===== src/rtl/cart_xfer_pkg.sv =====
package cart_xfer_pkg;

    typedef enum logic [1:0] {
        ST_IDLE  = 2'd0,
        ST_PACE  = 2'd1,
        ST_READY = 2'd2
    } xfer_state_t;

    localparam int LEN_W = 15;

    localparam logic [2:0] RA_AUX    = 3'd0;
    localparam logic [2:0] RA_CTRL   = 3'd1;
    localparam logic [2:0] RA_CMD_LO = 3'd2;
    localparam logic [2:0] RA_CMD_HI = 3'd3;
    localparam logic [2:0] RA_DATA   = 3'd4;

    localparam logic [31:0] CTRL_WMASK = 32'hFF7F7FFF;

    localparam int CB_START = 31;
    localparam int CB_SLOW  = 27;
    localparam int CB_READY = 23;
    localparam int AB_ARM   = 15;
    localparam int AB_IRQEN = 14;

    function automatic logic [LEN_W-1:0] block_bytes(input logic [2:0] code);
        logic [15:0] shifted;
        shifted = 16'h0100 << code;
        case (code)
            3'd0:    return '0;
            3'd7:    return LEN_W'(4);
            default: return shifted[LEN_W-1:0];
        endcase
    endfunction

endpackage


===== src/rtl/cart_regs.sv =====
module cart_regs
    import cart_xfer_pkg::*;
(
    input  logic        clk,
    input  logic        rst_n,
    input  logic        acc_ok,
    input  logic        host_wr,
    input  logic [2:0]  host_addr,
    input  logic [31:0] host_wdata,
    input  logic        busy,
    output logic [15:0] aux_q,
    output logic [31:0] ctrl_q,
    output logic [31:0] cmd_lo_q,
    output logic [31:0] cmd_hi_q,
    output logic        launch
);

    logic wr_ok;
    assign wr_ok = acc_ok && host_wr;

    always_ff @(posedge clk) begin
        if (!rst_n) begin
            aux_q    <= '0;
            ctrl_q   <= '0;
            cmd_lo_q <= '0;
            cmd_hi_q <= '0;
        end else if (wr_ok) begin
            case (host_addr)
                RA_AUX:    aux_q    <= host_wdata[15:0];
                RA_CTRL:   if (!busy) ctrl_q <= host_wdata & CTRL_WMASK & ~(32'h1 << CB_START);
                RA_CMD_LO: cmd_lo_q <= host_wdata;
                RA_CMD_HI: cmd_hi_q <= host_wdata;
                default:   ;
            endcase
        end
    end

    assign launch = wr_ok && (host_addr == RA_CTRL) && !busy
                 && host_wdata[CB_START] && aux_q[AB_ARM];

    assert_foreign_wr_R12: assert property (@(posedge clk) disable iff (!rst_n)
        (host_wr && !acc_ok) |=> ($stable(aux_q) && $stable(cmd_lo_q) && $stable(ctrl_q)))
        else $error("foreign write changed a register");

    assert_ctrl_frozen_R13: assert property (@(posedge clk) disable iff (!rst_n)
        busy |=> $stable(ctrl_q))
        else $error("control changed while busy");

endmodule


===== src/rtl/cart_pacer.sv =====
module cart_pacer #(
    parameter int FAST_CYC = 5,
    parameter int SLOW_CYC = 8
) (
    input  logic clk,
    input  logic rst_n,
    input  logic run,
    input  logic slow,
    output logic done
);

    localparam int MAX_CYC = (SLOW_CYC > FAST_CYC) ? SLOW_CYC : FAST_CYC;
    localparam int CW      = $clog2(MAX_CYC + 1);

    logic [CW-1:0] cnt_q;
    logic [CW-1:0] last_cnt;

    assign last_cnt = slow ? CW'(SLOW_CYC - 1) : CW'(FAST_CYC - 1);
    assign done     = run && (cnt_q == last_cnt);

    always_ff @(posedge clk) begin
        if (!rst_n || !run || done) cnt_q <= '0;
        else                        cnt_q <= cnt_q + 1'b1;
    end

    assert_cnt_bound_R6: assert property (@(posedge clk) disable iff (!rst_n)
        run |-> (cnt_q <= last_cnt))
        else $error("pace counter overran");

endmodule


===== src/rtl/cart_word_src.sv =====
module cart_word_src #(
    parameter logic [31:0] CHIP_ID = 32'h00001FC2,
    parameter int          ROM_AW  = 10
) (
    input  logic [7:0]        opcode,
    input  logic [ROM_AW-1:0] word_idx,
    input  logic [31:0]       rom_rdata,
    output logic [ROM_AW-1:0] rom_addr,
    output logic [31:0]       word
);

    assign rom_addr = word_idx;

    always_comb begin
        word = '0;
        if (opcode == 8'h9F)                                       word = '1;
        else if (opcode == 8'h90 || opcode == 8'hB8 || opcode[7:4] == 4'h1) word = CHIP_ID;
        else if (opcode == 8'h00)                                  word = rom_rdata;
    end

endmodule


===== src/rtl/cart_xfer_ctrl.sv =====
module cart_xfer_ctrl
    import cart_xfer_pkg::*;
#(
    parameter logic [31:0] CHIP_ID  = 32'h00001FC2,
    parameter int          FAST_CYC = 5,
    parameter int          SLOW_CYC = 8,
    parameter int          ROM_AW   = 10
) (
    input  logic              clk,
    input  logic              rst_n,
    input  logic              owner_sel,
    input  logic              host_cpu,
    input  logic              host_wr,
    input  logic              host_rd,
    input  logic [2:0]        host_addr,
    input  logic [31:0]       host_wdata,
    output logic [31:0]       host_rdata,
    output logic [ROM_AW-1:0] rom_addr,
    input  logic [31:0]       rom_rdata,
    output logic              busy,
    output logic              data_ready,
    output logic              dma_req,
    output logic              irq
);

    xfer_state_t      state_q, state_d;
    logic [LEN_W-1:0] pos_q, len_q, start_len;
    logic [7:0]       opcode_q;
    logic             slow_q;
    logic [31:0]      data_q, next_word;
    logic [15:0]      aux_q;
    logic [31:0]      ctrl_q, cmd_lo_q, cmd_hi_q;
    logic             launch, acc_ok, take, last, pace_done;

    assign acc_ok    = (host_cpu == owner_sel);
    assign start_len = block_bytes(host_wdata[26:24]);
    assign take      = acc_ok && host_rd && (host_addr == RA_DATA) && (state_q == ST_READY);
    assign last      = ((len_q - pos_q) == LEN_W'(4));

    cart_regs u_regs (
        .clk        (clk),
        .rst_n      (rst_n),
        .acc_ok     (acc_ok),
        .host_wr    (host_wr),
        .host_addr  (host_addr),
        .host_wdata (host_wdata),
        .busy       (busy),
        .aux_q      (aux_q),
        .ctrl_q     (ctrl_q),
        .cmd_lo_q   (cmd_lo_q),
        .cmd_hi_q   (cmd_hi_q),
        .launch     (launch)
    );

    cart_pacer #(.FAST_CYC(FAST_CYC), .SLOW_CYC(SLOW_CYC)) u_pacer (
        .clk   (clk),
        .rst_n (rst_n),
        .run   (state_q == ST_PACE),
        .slow  (slow_q),
        .done  (pace_done)
    );

    cart_word_src #(.CHIP_ID(CHIP_ID), .ROM_AW(ROM_AW)) u_src (
        .opcode    (opcode_q),
        .word_idx  (pos_q[ROM_AW+1:2]),
        .rom_rdata (rom_rdata),
        .rom_addr  (rom_addr),
        .word      (next_word)
    );

    // state register
    always_ff @(posedge clk) begin
        if (!rst_n) state_q <= ST_IDLE;
        else        state_q <= state_d;
    end

    // transitions: launch, empty_end, paced, next_word, last_word
    always_comb begin
        state_d = state_q;
        unique case (state_q)
            ST_IDLE:  if (launch && start_len != '0) state_d = ST_PACE;
            ST_PACE:  if (pace_done)                 state_d = ST_READY;
            ST_READY: if (take)                      state_d = last ? ST_IDLE : ST_PACE;
            default:                                 state_d = ST_IDLE;
        endcase
    end

    // datapath and pulse outputs
    always_ff @(posedge clk) begin
        if (!rst_n) begin
            pos_q    <= '0;
            len_q    <= '0;
            opcode_q <= '0;
            slow_q   <= 1'b0;
            data_q   <= '0;
            irq      <= 1'b0;
            dma_req  <= 1'b0;
        end else begin
            irq     <= 1'b0;
            dma_req <= 1'b0;
            if (launch) begin
                pos_q    <= '0;
                len_q    <= start_len;
                opcode_q <= cmd_lo_q[7:0];
                slow_q   <= host_wdata[CB_SLOW];
                if (start_len == '0) irq <= aux_q[AB_IRQEN];
            end
            if (state_q == ST_PACE && pace_done) begin
                data_q  <= next_word;
                dma_req <= 1'b1;
            end
            if (take) begin
                pos_q <= pos_q + LEN_W'(4);
                if (last) irq <= aux_q[AB_IRQEN];
            end
        end
    end

    assign busy       = (state_q != ST_IDLE);
    assign data_ready = (state_q == ST_READY);

    always_comb begin
        host_rdata = '0;
        if (acc_ok && host_rd) begin
            case (host_addr)
                RA_AUX:    host_rdata = {16'h0, aux_q};
                RA_CTRL:   host_rdata = {busy, ctrl_q[30:24], data_ready, ctrl_q[22:0]};
                RA_CMD_LO: host_rdata = cmd_lo_q;
                RA_CMD_HI: host_rdata = cmd_hi_q;
                RA_DATA:   host_rdata = data_ready ? data_q : 32'h0;
                default:   host_rdata = '0;
            endcase
        end
    end

    assert_ready_busy_R7: assert property (@(posedge clk) disable iff (!rst_n)
        data_ready |-> busy)
        else $error("ready without busy");

    assert_dma_with_ready_R6: assert property (@(posedge clk) disable iff (!rst_n)
        $rose(data_ready) |-> dma_req)
        else $error("ready rose without dma request");

    assert_dma_needs_ready_R6: assert property (@(posedge clk) disable iff (!rst_n)
        dma_req |-> data_ready)
        else $error("dma request without ready word");

    assert_irq_idle_R8: assert property (@(posedge clk) disable iff (!rst_n)
        irq |-> !busy)
        else $error("irq while busy");

    assert_pos_bound_R4: assert property (@(posedge clk) disable iff (!rst_n)
        busy |-> (pos_q < len_q))
        else $error("position beyond block length");

    assert_ready_drop_R7: assert property (@(posedge clk) disable iff (!rst_n)
        take |=> !data_ready)
        else $error("ready held after a read");

endmodule


===== config.mk =====
export PLATFORM = sky130hd
export DESIGN_NAME = cart_xfer_ctrl
export DESIGN_NICKNAME = d
export VERILOG_FILES = /design/src/rtl/cart_xfer_pkg.sv /design/src/rtl/cart_regs.sv /design/src/rtl/cart_pacer.sv /design/src/rtl/cart_word_src.sv /design/src/rtl/cart_xfer_ctrl.sv
export SDC_FILE = /design/constraint.sdc
export NUM_CORES = 1
export LEC_CHECK = 0
export CAP_MARGIN = 20
export CELL_PAD_IN_SITES_DETAIL_PLACEMENT = 1
export CELL_PAD_IN_SITES_GLOBAL_PLACEMENT = 2
export CORE_MARGIN = 2
export CORE_UTILIZATION = 35
export DETAILED_ROUTE_END_ITERATION = 6
export PLACE_DENSITY_LB_ADDON = 0.1
export SYNTH_ARGS = -nofsm -noshare
export SYNTH_HDL_FRONTEND = slang
export SYNTH_SLANG_ARGS = --single-unit

===== constraint.sdc =====
create_clock -name clk -period 9.15 [get_ports clk]
set_clock_uncertainty 0.2 [all_clocks]
set_input_delay 1.83 -clock clk [delete_from_list [all_inputs] [get_ports clk]]
set_output_delay 1.83 -clock clk [all_outputs]
set_load 0.02 [all_outputs]

==> flow_metrics.py, run 1 <==
metrics = {
    "status": {
        "outcome": "completed",
    },
    "yosys": {
        "synth_edf_count": 0,
        "synth-seq-cells": 179,
        "syn-num-nets": 1162,
        "ys_warn_count": 0,
        "avgSynthCellArea_um2": 7.98,
        "netlist_area_um2": 8610,
        "ys_seq_area_frac": 0.416,
        "ys.flop_type": "dfxtp_1",
        "async_flop_share": 0,
        "syn_inst": 1079,
        "synth.distinct_cells": 55,
    },
    "clock_network": {
        "cts_tree": "yes",
        "cts-resized-gates": 0,
        "post_cts_buffers": 0,
        "cts_root_buf": "clkbuf_16",
        "cts_buffers": 17,
        "cts_max_level": 4,
        "clkLatencyLatePin_ns": 0.44,
        "cts_hold_buf": 0,
        "clkTransAtPathRegs_ns": 0.07,
        "clock_tree.buffer_depth": 2,
        "clock_sinks": 179,
    },
    "worst_setup_path": {
        "crit_arrival_ns": 4.94,
        "criticalPathCategory": "input port to primary output",
        "cp.required_ns": 7.12,
        "r2r_slack_ns": 5.94,
        "reg2reg_to": "irq",
        "cpPeakStageDelay_ns": 0.77,
        "cp-start-kind": "input port",
        "critPathSlowestCell": "nor2_2",
        "endpoint_kind": "primary output",
        "regToRegStartpoint": "pos_q[13]",
        "path_max_fanout": 37,
        "cp-startpoint": "host_addr[2]",
        "path_cells": "clkdlybuf4s50_1 -> buf_4 -> nand2_1 -> nor2_2 -> buf_4 -> a21oi_1 -> nor2_1 -> clkdlybuf4s50_1",
        "setup.worst_path.end": "host_rdata[17]",
        "r2r_cells": 8,
    },
    "global_routing": {
        "grt_overflow": 0,
        "grt_pass1_vias": 7929,
        "grt_pass1_wl_um": 44700,
        "grt_usage": 0.220,
        "grt_max_degree": 95,
        "antenna_found_initial": 0,
    },
    "placed_design": {
        "post_dp_cell_area_um2": 9920,
        "place_congestion": 0.789,
        "portBuffers": 118,
        "hpwlAfterDp_um": 17900,
    },
    "route": {
        "drt_pass1_iterations": 4,
        "wl_met2_um": 13000,
        "drt-vias-per-instance": 5.22,
        "top_layer": "met4",
        "final_antenna_net_count": 0,
        "drt_wl_total_um": 27800,
        "vias": 7717,
        "drc_errors": 0,
        "avgRoutedWirePerCell_um": 18.8,
        "wl_met3_um": 792,
        "drtIter0Drc": 385,
        "drt-met1-wl_um": 13800,
    },
    "timing": {
        "rsz0062_at_grt": "false",
        "hold_viol": 0,
        "min_period_ns": 6.97,
        "fin_crit_sh": 0.762,
        "worst_slew_pin_slew_ns": 1.07,
        "fmax_ghz": 0.144,
        "slew_headroom": 0.284,
        "slew_violations": 0,
        "tns_ns": 0,
        "setup_viol": 0,
    },
    "floorplanning": {
        "row_count": 57,
        "ios": 119,
        "start_util": 0.355,
        "die_w_um": 161,
        "die_area_um2": 25900,
        "die_h_um": 161,
        "core_area_um2": 24200,
    },
    "pwr": {
        "intPower_mw": 1.22,
        "total_leakage_power_nw": 3.68,
        "p_clk_frac": 0.443,
        "p_per_area_nw_per_um2": 154,
        "p_switching_uw": 398,
        "peakVddDrop_v": 0.0000823,
        "p_comb_frac": 0.068,
        "swShare": 0.247,
        "pwr-share-seq": 0.489,
    },
    "layout": {
        "area.growth.synth_to_final_pct": 21.7,
        "finalInstanceArea_um2": 10500,
        "layout_common_cells": "nand2_1, dfxtp_1, a21boi_1",
        "layout-drive-gt1-share": 0.0633,
        "layout_commonest_cell": "nand2_1",
        "n_antenna_cell": 0,
        "fillers": 2873,
        "num-nets-final": 1223,
    },
    "job": {
        "drv_cap": 0,
    },
    "hold_path": {
        "hp-class": "flip-flop to flip-flop",
    },
}
[cell families (layout without fill, tap and decap cells)]
kind of cell / count (synthesis) / in the layout / synth area share
AO/OA/AOI/OAI: 278 / 278 / 0.210
buffers and inverters: 103 / 177 / 0.0506
adder cells (fa/ha/maj): 10 / 10 / 0.0145
multiplexers: 36 / 36 / 0.0657
XOR/XNOR: 9 / 9 / 0.00915
AND/OR/NAND/NOR: 464 / 464 / 0.234
flip-flops: 179 / 179 / 0.416
[cells in the mapped netlist (3+ instances only)]
cell	number	area (µm²)
nor2b_1	27	169
nand4b_1	3	26.3
inv_1	10	37.5
a21oi_1	71	355
nand3_1	14	70.1
and2_1	11	68.8
xnor2_1	6	52.6
dfxtp_1	179	3580
o21ai_0	38	190
buf_1	4	15.0
nor4b_1	3	26.3
nor3b_1	4	30.0
nand2_1	268	1010
and3_1	8	50.1
nor3_1	12	60.1
mux2_1	14	158
buf_4	10	75.1
or4_1	4	30.0
clkbuf_1	72	270
mux4_2	15	338
a21boi_1	123	923
buf_2	3	15.0
a31oi_1	6	37.5
a22oi_1	17	128
nor2_1	94	353
ha_1	10	125
mux2i_1	7	70.1
o21ai_1	5	25.0
xor2_1	3	26.3
nand4_1	4	25.0
[area by class of cell]
cell class	count	area, µm²	area share
flip-flops and latches	179	3580	0.342
repair buffers	132	1270	0.122
clock inverters	12	121	0.0116
multi-input cells	797	4610	0.440
inverters	13	48.8	0.00466
clock buffers	20	437	0.0417
well taps	324	405	0.0387
[sequential cells by signal, summed over array words and instances, names as in the netlist]
name             flops
pos_q               13
state_q              2
u_regs.cmd_lo_q     32
slow_q               1
opcode_q             8
u_regs.aux_q        16
dma_req              1
u_regs.cmd_hi_q     32
u_regs.ctrl_q       29
u_pacer.cnt_q        4
irq                  1
len_q                8
data_q              32
[power by group through the flow]
stage	clock, mW	combinational, mW	sequential [mW]
after floorplan	0	0.0520	0.806
after global placement	0	0.110	0.807
after detailed placement	0	0.110	0.807
after CTS	0.732	0.111	0.789
after global routing	0.768	0.119	0.789
final	0.716	0.110	0.789
[layer usage]
layer	GRT usage	vias up
met5	0	-
met4	0.0450	0
met3	0.0364	16
met2	0.364	114
met1	0.304	3817
li1	-	3770
[worst max-delay path, delay by kind of cell]
family | cells | cell delay, ns
AND/OR/NAND/NOR | 3 | 1.07
buffers and inverters | 4 | 1.90
AO/OA/AOI/OAI | 1 | 0.10
[metrics by stage]
step | worst slack (ns) | hold WS [ns] | cells | util | power, mW
after floorplan | 3.35 | 0.231 | 1079 | - | 0.858
after global placement | 2.31 | 0.238 | 1445 | 0.409 | 0.917
after detailed placement | 2.16 | 0.245 | 1445 | 0.409 | 0.917
after CTS | 2.16 | 0.255 | 1477 | 0.432 | 1.63
after global routing | 2.02 | 0.272 | 1477 | 0.432 | 1.68
final | 2.18 | 0.253 | 1477 | 0.432 | 1.61
[worst min-delay path by stage]
stage / startpoint / end / slack [ns] / cells past startpoint
finish: u_regs.ctrl_q[22] / u_regs.ctrl_q[22] / 0.25 / 2
global route: u_regs.cmd_lo_q[12] / u_regs.cmd_lo_q[12] / 0.27 / 2
CTS: u_regs.ctrl_q[22] / u_regs.ctrl_q[22] / 0.25 / 2
detailed placement: u_regs.ctrl_q[22] / u_regs.ctrl_q[22] / 0.25 / 2
global placement: u_regs.ctrl_q[18] / u_regs.ctrl_q[18] / 0.24 / 2
floorplan: u_regs.ctrl_q[16] / u_regs.ctrl_q[16] / 0.23 / 2
(Power assumes the default switching activity.)
==> run 2: changes to the inputs <==
- CORE_UTILIZATION: 35 -> 29
- clock period: 9.15 -> 6.2 ns (I/O delays scaled with it)
==> run 2 against run 1 <==
Worst hold slack about the same; total power is 49% higher; cell area up 1.4%; wire length increased by 5.8%; sequential share of layout area down 0.49 points; count of clock-buffer cells in the layout fell by 3; largest cell class unchanged; final cell count rose by 4.9%; combinational power grew 52%; largest power group unchanged; first-iteration DRC count is 2.1% lower; highest routed layer unchanged.
==> flow_metrics.py, run 2 (synthesized netlist as in run 1, its figures left out) <==
metrics = {
    "placed_design": {
        "hpwlAfterDp_um": 19300,
        "pre_cts_ws_ns": 0.648,
        "post_dp_cell_area_um2": 10100,
        "place_congestion": 0.759,
        "dp_cells": 1518,
        "portBuffers": 118,
    },
    "timing": {
        "rsz0062_at_grt": "false",
        "whs_ns": 0.253,
        "worst_slew_pin_slew_ns": 1.03,
        "setup_viol": 0,
        "tns_ns": 0,
        "fin_crit_sh": 0.900,
        "slew_violations": 0,
        "hold_viol": 0,
        "fmax_ghz": 0.179,
        "min_period_ns": 5.58,
        "finalWorstSetupSlack_ns": 0.617,
        "slew_headroom": 0.312,
    },
    "pwr": {
        "p_per_area_nw_per_um2": 226,
        "peakVddDrop_v": 0.000166,
        "intPower_mw": 1.77,
        "swShare": 0.264,
        "power.total_mw": 2.40,
        "total_leakage_power_nw": 3.72,
        "p_clk_frac": 0.447,
        "p_comb_frac": 0.069,
        "pwr-share-seq": 0.484,
        "p_switching_uw": 635,
    },
    "global_routing": {
        "grt_pass1_vias": 7971,
        "grt_overflow": 0,
        "grt_pass1_wl_um": 46500,
        "antenna_found_initial": 0,
        "grt_max_degree": 90,
        "grt_usage": 0.195,
    },
    "route": {
        "drc_errors": 0,
        "wl_met2_um": 13700,
        "vias": 7574,
        "drt-vias-per-instance": 4.89,
        "drt-met1-wl_um": 15000,
        "drt_pass1_iterations": 4,
        "drtIter0Drc": 377,
        "final_antenna_net_count": 0,
        "wl_met3_um": 639,
        "drt_wl_total_um": 29400,
        "avgRoutedWirePerCell_um": 19.0,
        "top_layer": "met4",
    },
    "worst_setup_path": {
        "crit_arrival_ns": 4.14,
        "path_max_fanout": 15,
        "reg2reg_to": "state_q[0]",
        "cp-start-kind": "input port",
        "r2r_cells": 7,
        "r2r_slack_ns": 2.95,
        "criticalPathCategory": "input port to primary output",
        "cp.required_ns": 4.76,
        "regToRegStartpoint": "pos_q[2]",
        "endpoint_kind": "primary output",
    },
    "clock_network": {
        "clkLatencyLatePin_ns": 0.44,
        "clock_tree.buffer_depth": 2,
        "cts_hold_buf": 0,
        "cts_max_level": 4,
        "cts_root_buf": "clkbuf_16",
        "post_cts_buffers": 0,
        "cts_tree": "yes",
        "clock_sinks": 179,
        "clkTransAtPathRegs_ns": 0.07,
        "cts-resized-gates": 0,
        "cts_buffers": 17,
    },
    "layout": {
        "reg_top3": "data_q: 32 flops, u_regs.cmd_hi_q: 32 flops, u_regs.cmd_lo_q: 32 flops",
        "layout-drive-gt1-share": 0.0724,
        "final_cells": 1550,
        "area.growth.synth_to_final_pct": 23.4,
        "layout_commonest_cell": "nand2_1",
        "final_util": 0.362,
        "finalInstanceArea_um2": 10600,
        "n_antenna_cell": 0,
        "layout_common_cells": "nand2_1, dfxtp_1, a21boi_1",
        "num-nets-final": 1230,
    },
    "job": {
        "drv_cap": 0,
    },
    "floorplanning": {
        "die_w_um": 176,
        "die_h_um": 176,
        "row_count": 63,
        "die_area_um2": 31100,
        "ios": 119,
        "core_area_um2": 29400,
        "start_util": 0.293,
    },
    "hold_path": {
        "hold_path_depth": 2,
        "hp-start": "u_regs.cmd_hi_q[29]",
        "hold_end": "u_regs.cmd_hi_q[29]",
        "hp-class": "flip-flop to flip-flop",
    },
    "status": {
        "outcome": "completed",
    },
}
==> run 2: routing by layer <==
layer,up-vias,global-route usage
met5,-,0
met4,0,0.0300
met3,2,0.0310
met2,94,0.320
met1,3692,0.275
li1,3786,-
==> run 2: area by class of cell <==
cell class,instances,area (µm²)
Timing Repair Buffer,139,1330
Fill cell,3499,18800
Inverter,13,48.8
Tap cell,390,488
Multi-Input combinational cell,797,4610
Sequential cell,179,3580
Clock buffer,17,425
Clock inverter,15,146
==> run 2: worst max-delay path by stage <==
stage / startpoint / to / slack (ns) / depth (start not counted)
floorplan: host_addr[0] / host_rdata[21] / 1.58 / 8
global placement: owner_sel / host_rdata[18] / 0.68 / 6
detailed placement: owner_sel / host_rdata[29] / 0.65 / 6
CTS: owner_sel / host_rdata[29] / 0.64 / 6
global route: owner_sel / host_rdata[26] / 0.46 / 6
finish: owner_sel / host_rdata[24] / 0.62 / 6
==> run 2: power groups by stage <==
stage          clock network (mW)  logic (mW)  registers [mW]
4_1_cts                      1.12       0.171            1.16
5_1_grt                      1.16       0.182            1.17
2_1_floorplan                   0      0.0767            1.19
3_3_place_gp                    0       0.170            1.19
6_report                     1.07       0.167            1.16
3_5_place_dp                    0       0.170            1.19
==> run 2: worst max-delay path: stages <==
cell and delay (ns):
clkdlybuf4s50_1 0.42, xnor2_1 0.58, nand3_1 0.71, buf_4 0.44, nor2_1 0.13, clkdlybuf4s50_1 0.61
